### src/rtl/phase_avg_pkg.sv
package phase_avg_pkg;
    localparam int BYTE_W = 8;
    typedef enum logic {
        RD_LOW  = 1'b0,
        RD_HIGH = 1'b1
    } rd_sel_e;
endpackage

### src/rtl/phase_iir.sv
module phase_iir #(
    parameter int IN_W   = 18,
    parameter int FRAC   = 8,
    parameter int SH_NAR = 6,
    parameter int SH_WID = 5,
    localparam int ACC_W = IN_W + FRAC
) (
    input  logic                    clk,
    input  logic                    rst_n,
    input  logic signed [IN_W-1:0]  smp_i,
    input  logic                    smp_valid_i,
    input  logic                    wide_i,
    output logic signed [ACC_W-1:0] acc_o
);
    typedef struct packed {
        logic signed [ACC_W-1:0] acc;
    } st_t;

    st_t st_d, st_q;
    logic signed [ACC_W-1:0] tgt;
    logic signed [ACC_W:0]   diff;
    logic signed [ACC_W:0]   step;

    always_comb begin
        st_d = st_q;
        tgt  = $signed({smp_i, {FRAC{1'b0}}});
        diff = $signed({tgt[ACC_W-1], tgt}) - $signed({st_q.acc[ACC_W-1], st_q.acc});
        step = wide_i ? (diff >>> SH_WID) : (diff >>> SH_NAR);
        if (smp_valid_i) begin
            st_d.acc = st_q.acc + step[ACC_W-1:0];
        end
    end

    always_ff @(posedge clk) begin
        if (!rst_n) st_q <= '0;
        else        st_q <= st_d;
    end

    assign acc_o = st_q.acc;

    AST_ACC_IDLE: assert property (@(posedge clk) disable iff (!rst_n)
        !smp_valid_i |=> $stable(acc_o));
    AST_ACC_TOWARD: assert property (@(posedge clk) disable iff (!rst_n)
        (smp_valid_i && tgt >= acc_o) |=> acc_o >= $past(acc_o));
    AST_ACC_DOWN: assert property (@(posedge clk) disable iff (!rst_n)
        (smp_valid_i && tgt <= acc_o) |=> acc_o <= $past(acc_o));
endmodule

### src/rtl/phase_report.sv
module phase_report #(
    parameter int ACC_W = 26,
    parameter int FRAC  = 8,
    parameter int OUT_W = 16
) (
    input  logic signed [ACC_W-1:0] acc_i,
    output logic signed [OUT_W-1:0] rep_o
);
    localparam logic signed [ACC_W:0] HALF   = (ACC_W+1)'(1) <<< (FRAC - 1);
    localparam logic signed [ACC_W:0] MAXV   = (ACC_W+1)'((1 << (OUT_W - 1)) - 1);
    localparam logic signed [ACC_W:0] MINV   = -MAXV - 1;

    logic signed [ACC_W:0] rnd;

    always_comb begin
        rnd = ($signed({acc_i[ACC_W-1], acc_i}) + HALF) >>> FRAC;
        if (rnd > MAXV)      rep_o = MAXV[OUT_W-1:0];
        else if (rnd < MINV) rep_o = MINV[OUT_W-1:0];
        else                 rep_o = rnd[OUT_W-1:0];
    end
endmodule

### src/rtl/phase_rdport.sv
module phase_rdport
    import phase_avg_pkg::*;
(
    input  logic                clk,
    input  logic                rst_n,
    input  logic                rd_en_i,
    input  logic                rd_addr_i,
    input  logic [2*BYTE_W-1:0] value_i,
    output logic [BYTE_W-1:0]   rd_data_o
);
    typedef struct packed {
        logic [BYTE_W-1:0] data;
        logic [BYTE_W-1:0] hold;
    } st_t;

    st_t st_d, st_q;

    always_comb begin
        st_d = st_q;
        if (rd_en_i) begin
            if (rd_sel_e'(rd_addr_i) == RD_LOW) begin
                st_d.data = value_i[BYTE_W-1:0];
                st_d.hold = value_i[2*BYTE_W-1:BYTE_W];
            end else begin
                st_d.data = st_q.hold;
            end
        end
    end

    always_ff @(posedge clk) begin
        if (!rst_n) st_q <= '0;
        else        st_q <= st_d;
    end

    assign rd_data_o = st_q.data;

    AST_HOLD_STABLE: assert property (@(posedge clk) disable iff (!rst_n)
        !(rd_en_i && rd_addr_i == RD_LOW) |=> $stable(st_q.hold));
    AST_DATA_IDLE: assert property (@(posedge clk) disable iff (!rst_n)
        !rd_en_i |=> $stable(rd_data_o));
endmodule

### src/rtl/phase_readout_avg.sv
module phase_readout_avg
    import phase_avg_pkg::*;
#(
    parameter int IN_W   = 18,
    parameter int FRAC   = 8,
    parameter int SH_NAR = 6,
    parameter int SH_WID = 5
) (
    input  logic                   clk,
    input  logic                   rst_n,
    input  logic [IN_W-1:0]        mon_phase_i,
    input  logic                   mon_valid_i,
    input  logic [IN_W-1:0]        aux_phase_i,
    input  logic                   aux_valid_i,
    input  logic                   src_aux_i,
    input  logic                   wide_bw_i,
    input  logic                   open_loop_i,
    input  logic                   rd_en_i,
    input  logic                   rd_addr_i,
    output logic [BYTE_W-1:0]      rd_data_o,
    output logic                   out_valid_o
);
    localparam int ACC_W = IN_W + FRAC;
    localparam int OUT_W = 2 * BYTE_W;

    typedef struct packed {
        logic seen;
        logic valid;
    } st_t;

    st_t st_d, st_q;
    logic signed [IN_W-1:0]  smp;
    logic                    smp_valid;
    logic signed [ACC_W-1:0] acc;
    logic signed [OUT_W-1:0] rep;

    always_comb begin
        smp       = src_aux_i ? $signed(aux_phase_i) : $signed(mon_phase_i);
        smp_valid = src_aux_i ? aux_valid_i : mon_valid_i;
        st_d      = st_q;
        st_d.seen  = st_q.seen | smp_valid;
        st_d.valid = (st_q.seen | smp_valid) & ~open_loop_i;
    end

    always_ff @(posedge clk) begin
        if (!rst_n) st_q <= '0;
        else        st_q <= st_d;
    end

    phase_iir #(
        .IN_W(IN_W), .FRAC(FRAC), .SH_NAR(SH_NAR), .SH_WID(SH_WID)
    ) u_iir (
        .clk(clk), .rst_n(rst_n), .smp_i(smp), .smp_valid_i(smp_valid),
        .wide_i(wide_bw_i), .acc_o(acc)
    );

    phase_report #(
        .ACC_W(ACC_W), .FRAC(FRAC), .OUT_W(OUT_W)
    ) u_rep (
        .acc_i(acc), .rep_o(rep)
    );

    phase_rdport u_rd (
        .clk(clk), .rst_n(rst_n), .rd_en_i(rd_en_i), .rd_addr_i(rd_addr_i),
        .value_i(rep), .rd_data_o(rd_data_o)
    );

    assign out_valid_o = st_q.valid;

    AST_VALID_OPEN_LOOP: assert property (@(posedge clk) disable iff (!rst_n)
        open_loop_i |=> !out_valid_o);
    AST_LOW_READ: assert property (@(posedge clk) disable iff (!rst_n)
        (rd_en_i && rd_addr_i == RD_LOW) |=> rd_data_o == $past(rep[BYTE_W-1:0]));
    AST_VALID_NEEDS_SAMPLE: assert property (@(posedge clk) disable iff (!rst_n)
        (!st_q.seen && !smp_valid) |=> !out_valid_o);
endmodule

### config.mk
export PLATFORM = sky130hd
export DESIGN_NAME = phase_readout_avg
export DESIGN_NICKNAME = d
export VERILOG_FILES = /design/src/rtl/phase_avg_pkg.sv /design/src/rtl/phase_iir.sv /design/src/rtl/phase_report.sv /design/src/rtl/phase_rdport.sv /design/src/rtl/phase_readout_avg.sv
export SDC_FILE = /design/constraint.sdc
export NUM_CORES = 1
export LEC_CHECK = 0
export ABC_AREA = 1
export BUFFER_PORTS_ARGS = -buffer_cell sky130_fd_sc_hd__buf_2
export CORE_MARGIN = 2
export CORE_UTILIZATION = 60
export DETAILED_ROUTE_END_ITERATION = 8
export GPL_ROUTABILITY_DRIVEN = 0
export GPL_TIMING_DRIVEN = 0
export PLACE_DENSITY = 0.87
export SYNTH_ARGS = -nofsm -noshare
export SYNTH_HDL_FRONTEND = slang
export SYNTH_SLANG_ARGS = --single-unit
### constraint.sdc
create_clock -name clk -period 7 [get_ports clk]
set_input_delay 0.35 -clock clk [delete_from_list [all_inputs] [get_ports clk]]
set_output_delay 0.35 -clock clk [all_outputs]
set_load 0.05 [all_outputs]
==> out/qor.csv <==
metric,value,unit
run_status,finished clean,
first_drt_pass_iteration_count,5,
largest_net_degree_at_the_start_of_global_routing,14,
fp.dieArea,10000,sq um
hpwlAfterDp,13100,um
slew_violations,0,
power_density,376,nW/um^2
cts.reportedPaths.clkPinSlew,0.08,ns
core,9110,sq um
syn_area_per_cell,5.73,sq um
vias_in_the_first_global_route,5666,
worst_r2r_path_depth,22,
die-width,100,um
dominantRegCellSynth,sky130_fd_sc_hd__dfxtp_1,
dp_slack,2.79,ns
setup_ws,3.01,ns
mean_number_of_vias_per_cell,5.62,
fraction_of_final_layout_cells_with_drive_strength_greater_than_1,9.94,%
timing.final.hold_violations,0,
power.ir.vdd_worst,0.000240,V
count_of_flip_flops_with_a_built_in_enable_after_synthesis,0,
wl_per_cell,14.0,um
tritoncts.num_buffers,5,
grt_overflow_total,0,
period_share,57.1,%
seq_area_frac_synth,15.9,%
cp_data_arrival_time,4.19,ns
final_nets,1117,
period_minus_slack,3.99,ns
hold_path_end,out_valid_o,
initial_drt_markers,545,
drv.max_cap_violation_count,0,
r2r_setup_slack,3.02,ns
critical_path.startpoint_type,primary input,
max_slew.worst_pin.slew,0.727,ns
global_route.usage.total,32.3,%
fillers,878,
io-pin-count,54,
holdCritStartpoint,open_loop_i,
path_max_fanout,10,
holdBufCountCts,0,
drc_viols,0,
die_h,100,um
yosysWarningCount,0,
synth.ff_latch_count,44,
routed_via_count,6389,
clock_tree.htree_level_count,2,
clock_tree.root_cell,sky130_fd_sc_hd__clkbuf_8,
synth_nets,1057,
netlist_area,5530,sq um
fin_hold_ws,0.198,ns
worst_skew_pair.late_latency,0.30,ns
slew_headroom,51.6,%
setup_viol_count_final,0,
tns,0,ns
synth.area.top_cells,"sky130_fd_sc_hd__nand2_1, sky130_fd_sc_hd__dfxtp_1, sky130_fd_sc_hd__ha_1",
drt.antenna.violating_nets,0,
port_buffers,53,
yosysTopAreaCell,sky130_fd_sc_hd__nand2_1,
hp-class,primary input to flop,
num_rows,35,
cts_setup_buffers,0,
floorplan.initialDensity,60.7,%
n_antenna_cell,0,
count_of_instances_resized_after_the_clock_tree_is_built,0,
grt_antenna_before_repair,0,
fmax,0.250,GHz
worstReg2RegEnd,u_iir.acc_o[22],
cts_sinks,44,
mostFrequentLayoutCells,"sky130_fd_sc_hd__nand2_1, sky130_fd_sc_hd__inv_1, sky130_fd_sc_hd__nor2_1",
grt_pass1_wl,26200,um
synthDominantCellAreaShare,21.8,%
cts_buffer_depth,2,
r2r_start,u_iir.acc_o[8],
endpoint_kind,flop,
finClkSkew,0.0105,ns
static-leakage-power,3.20,nW
whs_path_depth,2,
rsz0062_at_grt,false,
syn-instance-count,966,
layout.cells.most_common,sky130_fd_sc_hd__nand2_1,
areaGrowthSynthToFinish,8.77,%
yosysUniqueCellTypes,39,
cts_tree,yes,
cp_data_required_time,7.20,ns
worst-setup-path-type,primary input to flop,
routed_wl,16000,um
postSynth.asyncResetShare,0,%
[synth_stat cells, types with 3 or more instances]
cell	count
sky130_fd_sc_hd__a211oi_1	3
sky130_fd_sc_hd__a21oi_1	69
sky130_fd_sc_hd__a21oi_2	6
sky130_fd_sc_hd__buf_4	9
sky130_fd_sc_hd__clkbuf_1	14
sky130_fd_sc_hd__dfxtp_1	44
sky130_fd_sc_hd__ha_1	45
sky130_fd_sc_hd__inv_1	117
sky130_fd_sc_hd__nand2_1	322
sky130_fd_sc_hd__nand2_2	4
sky130_fd_sc_hd__nand3_1	72
sky130_fd_sc_hd__nand3b_1	4
sky130_fd_sc_hd__nand4_1	13
sky130_fd_sc_hd__nor2_1	88
sky130_fd_sc_hd__nor2_2	3
sky130_fd_sc_hd__nor2_4	5
sky130_fd_sc_hd__nor3_1	12
sky130_fd_sc_hd__o211ai_1	11
sky130_fd_sc_hd__o21ai_0	51
sky130_fd_sc_hd__o21ai_1	3
sky130_fd_sc_hd__o21bai_1	14
sky130_fd_sc_hd__or2_2	6
sky130_fd_sc_hd__xnor2_1	8
sky130_fd_sc_hd__xor2_1	23
[cells by family after synthesis]
kind of cell | after synthesis | share of synthesized area, %
AND/OR/NAND/NOR | 536 | 41.1
AO/OA/AOI/OAI | 162 | 16.7
buffers and inverters | 147 | 10.8
adder cells (fa/ha/maj) | 46 | 10.5
flip-flops | 44 | 15.9
XOR/XNOR | 31 | 4.91
[power by group]
group | switching (mW) | internal [mW] | total [mW] | leakage [nW]
Combinational | 1.12 | 0.589 | 1.71 | 2.80
Sequential | 0.0855 | 0.309 | 0.394 | 0.364
Clock | 0.0923 | 0.0678 | 0.160 | 0.0400
Total | 1.30 | 0.965 | 2.26 | 3.20
[registers in the layout (all words and copies together), names as in the netlist]
signal          flops
u_rd.st_q           8
st_q                1
out_valid_o         1
u_iir.acc_o        26
u_rd.rd_data_o      8
[critical path, stage by stage]
cell and delay (ns):
sky130_fd_sc_hd__buf_2 0.09, sky130_fd_sc_hd__clkinv_1 0.23, sky130_fd_sc_hd__clkbuf_1 0.29, sky130_fd_sc_hd__nand2_1 0.10, sky130_fd_sc_hd__nand2_1 0.06, sky130_fd_sc_hd__ha_1 0.34
sky130_fd_sc_hd__a21oi_1 0.28, sky130_fd_sc_hd__o21ai_0 0.20, sky130_fd_sc_hd__a21oi_1 0.15, sky130_fd_sc_hd__nand3_1 0.13, sky130_fd_sc_hd__or2_2 0.31, sky130_fd_sc_hd__nand3_1 0.07
sky130_fd_sc_hd__nand2_1 0.08, sky130_fd_sc_hd__ha_1 0.33, sky130_fd_sc_hd__a21oi_1 0.24, sky130_fd_sc_hd__o21ai_0 0.17, sky130_fd_sc_hd__a211oi_1 0.33, sky130_fd_sc_hd__nand3_1 0.12
sky130_fd_sc_hd__nand2_1 0.07, sky130_fd_sc_hd__nand3_1 0.10, sky130_fd_sc_hd__nand3_1 0.11, sky130_fd_sc_hd__inv_1 0.04
[area by class of cell]
class	instances	area, sq um	area share [%]
Buffer	27	148	2.45
Sequential cell	44	881	14.6
Tap cell	111	139	2.31
Inverter	120	450	7.48
Clock buffer	5	68.8	1.14
Multi-Input combinational cell	775	4050	67.4
Clock inverter	2	12.5	0.208
Timing Repair Buffer	53	265	4.41
[worst max-delay path by stage]
stage / start / endpoint / slack (ns) / cells after the start
2_1_floorplan: src_aux_i / u_iir.acc_o[19] / 3.57 / 25
3_3_place_gp: src_aux_i / u_iir.acc_o[18] / 2.85 / 22
3_5_place_dp: src_aux_i / u_iir.acc_o[22] / 2.79 / 22
4_1_cts: src_aux_i / u_iir.acc_o[22] / 3.08 / 22
5_1_grt: src_aux_i / u_iir.acc_o[22] / 2.57 / 25
6_report: src_aux_i / u_iir.acc_o[22] / 3.01 / 22
[through the flow]
step	total power, mW	std cells	util (%)	cell area, sq um
floorplan	1.68	966	-	5530
global placement	2.03	1130	65.2	5940
detailed placement	2.05	1130	65.2	5940
CTS	2.22	1137	66.1	6020
global route	2.50	1137	66.1	6020
finish	2.26	1137	66.1	6020
[per-layer routing]
layer / track usage, % / vias up / share of wire [%]
li1: - / 3245 / -
met1: 43.3 / 2810 / 44
met2: 52.9 / 290 / 43
met3: 3.90 / 44 / 8.9
met4: 12.8 / 0 / 3.7
met5: 0 / - / 0
(Power assumes the default switching activity.)
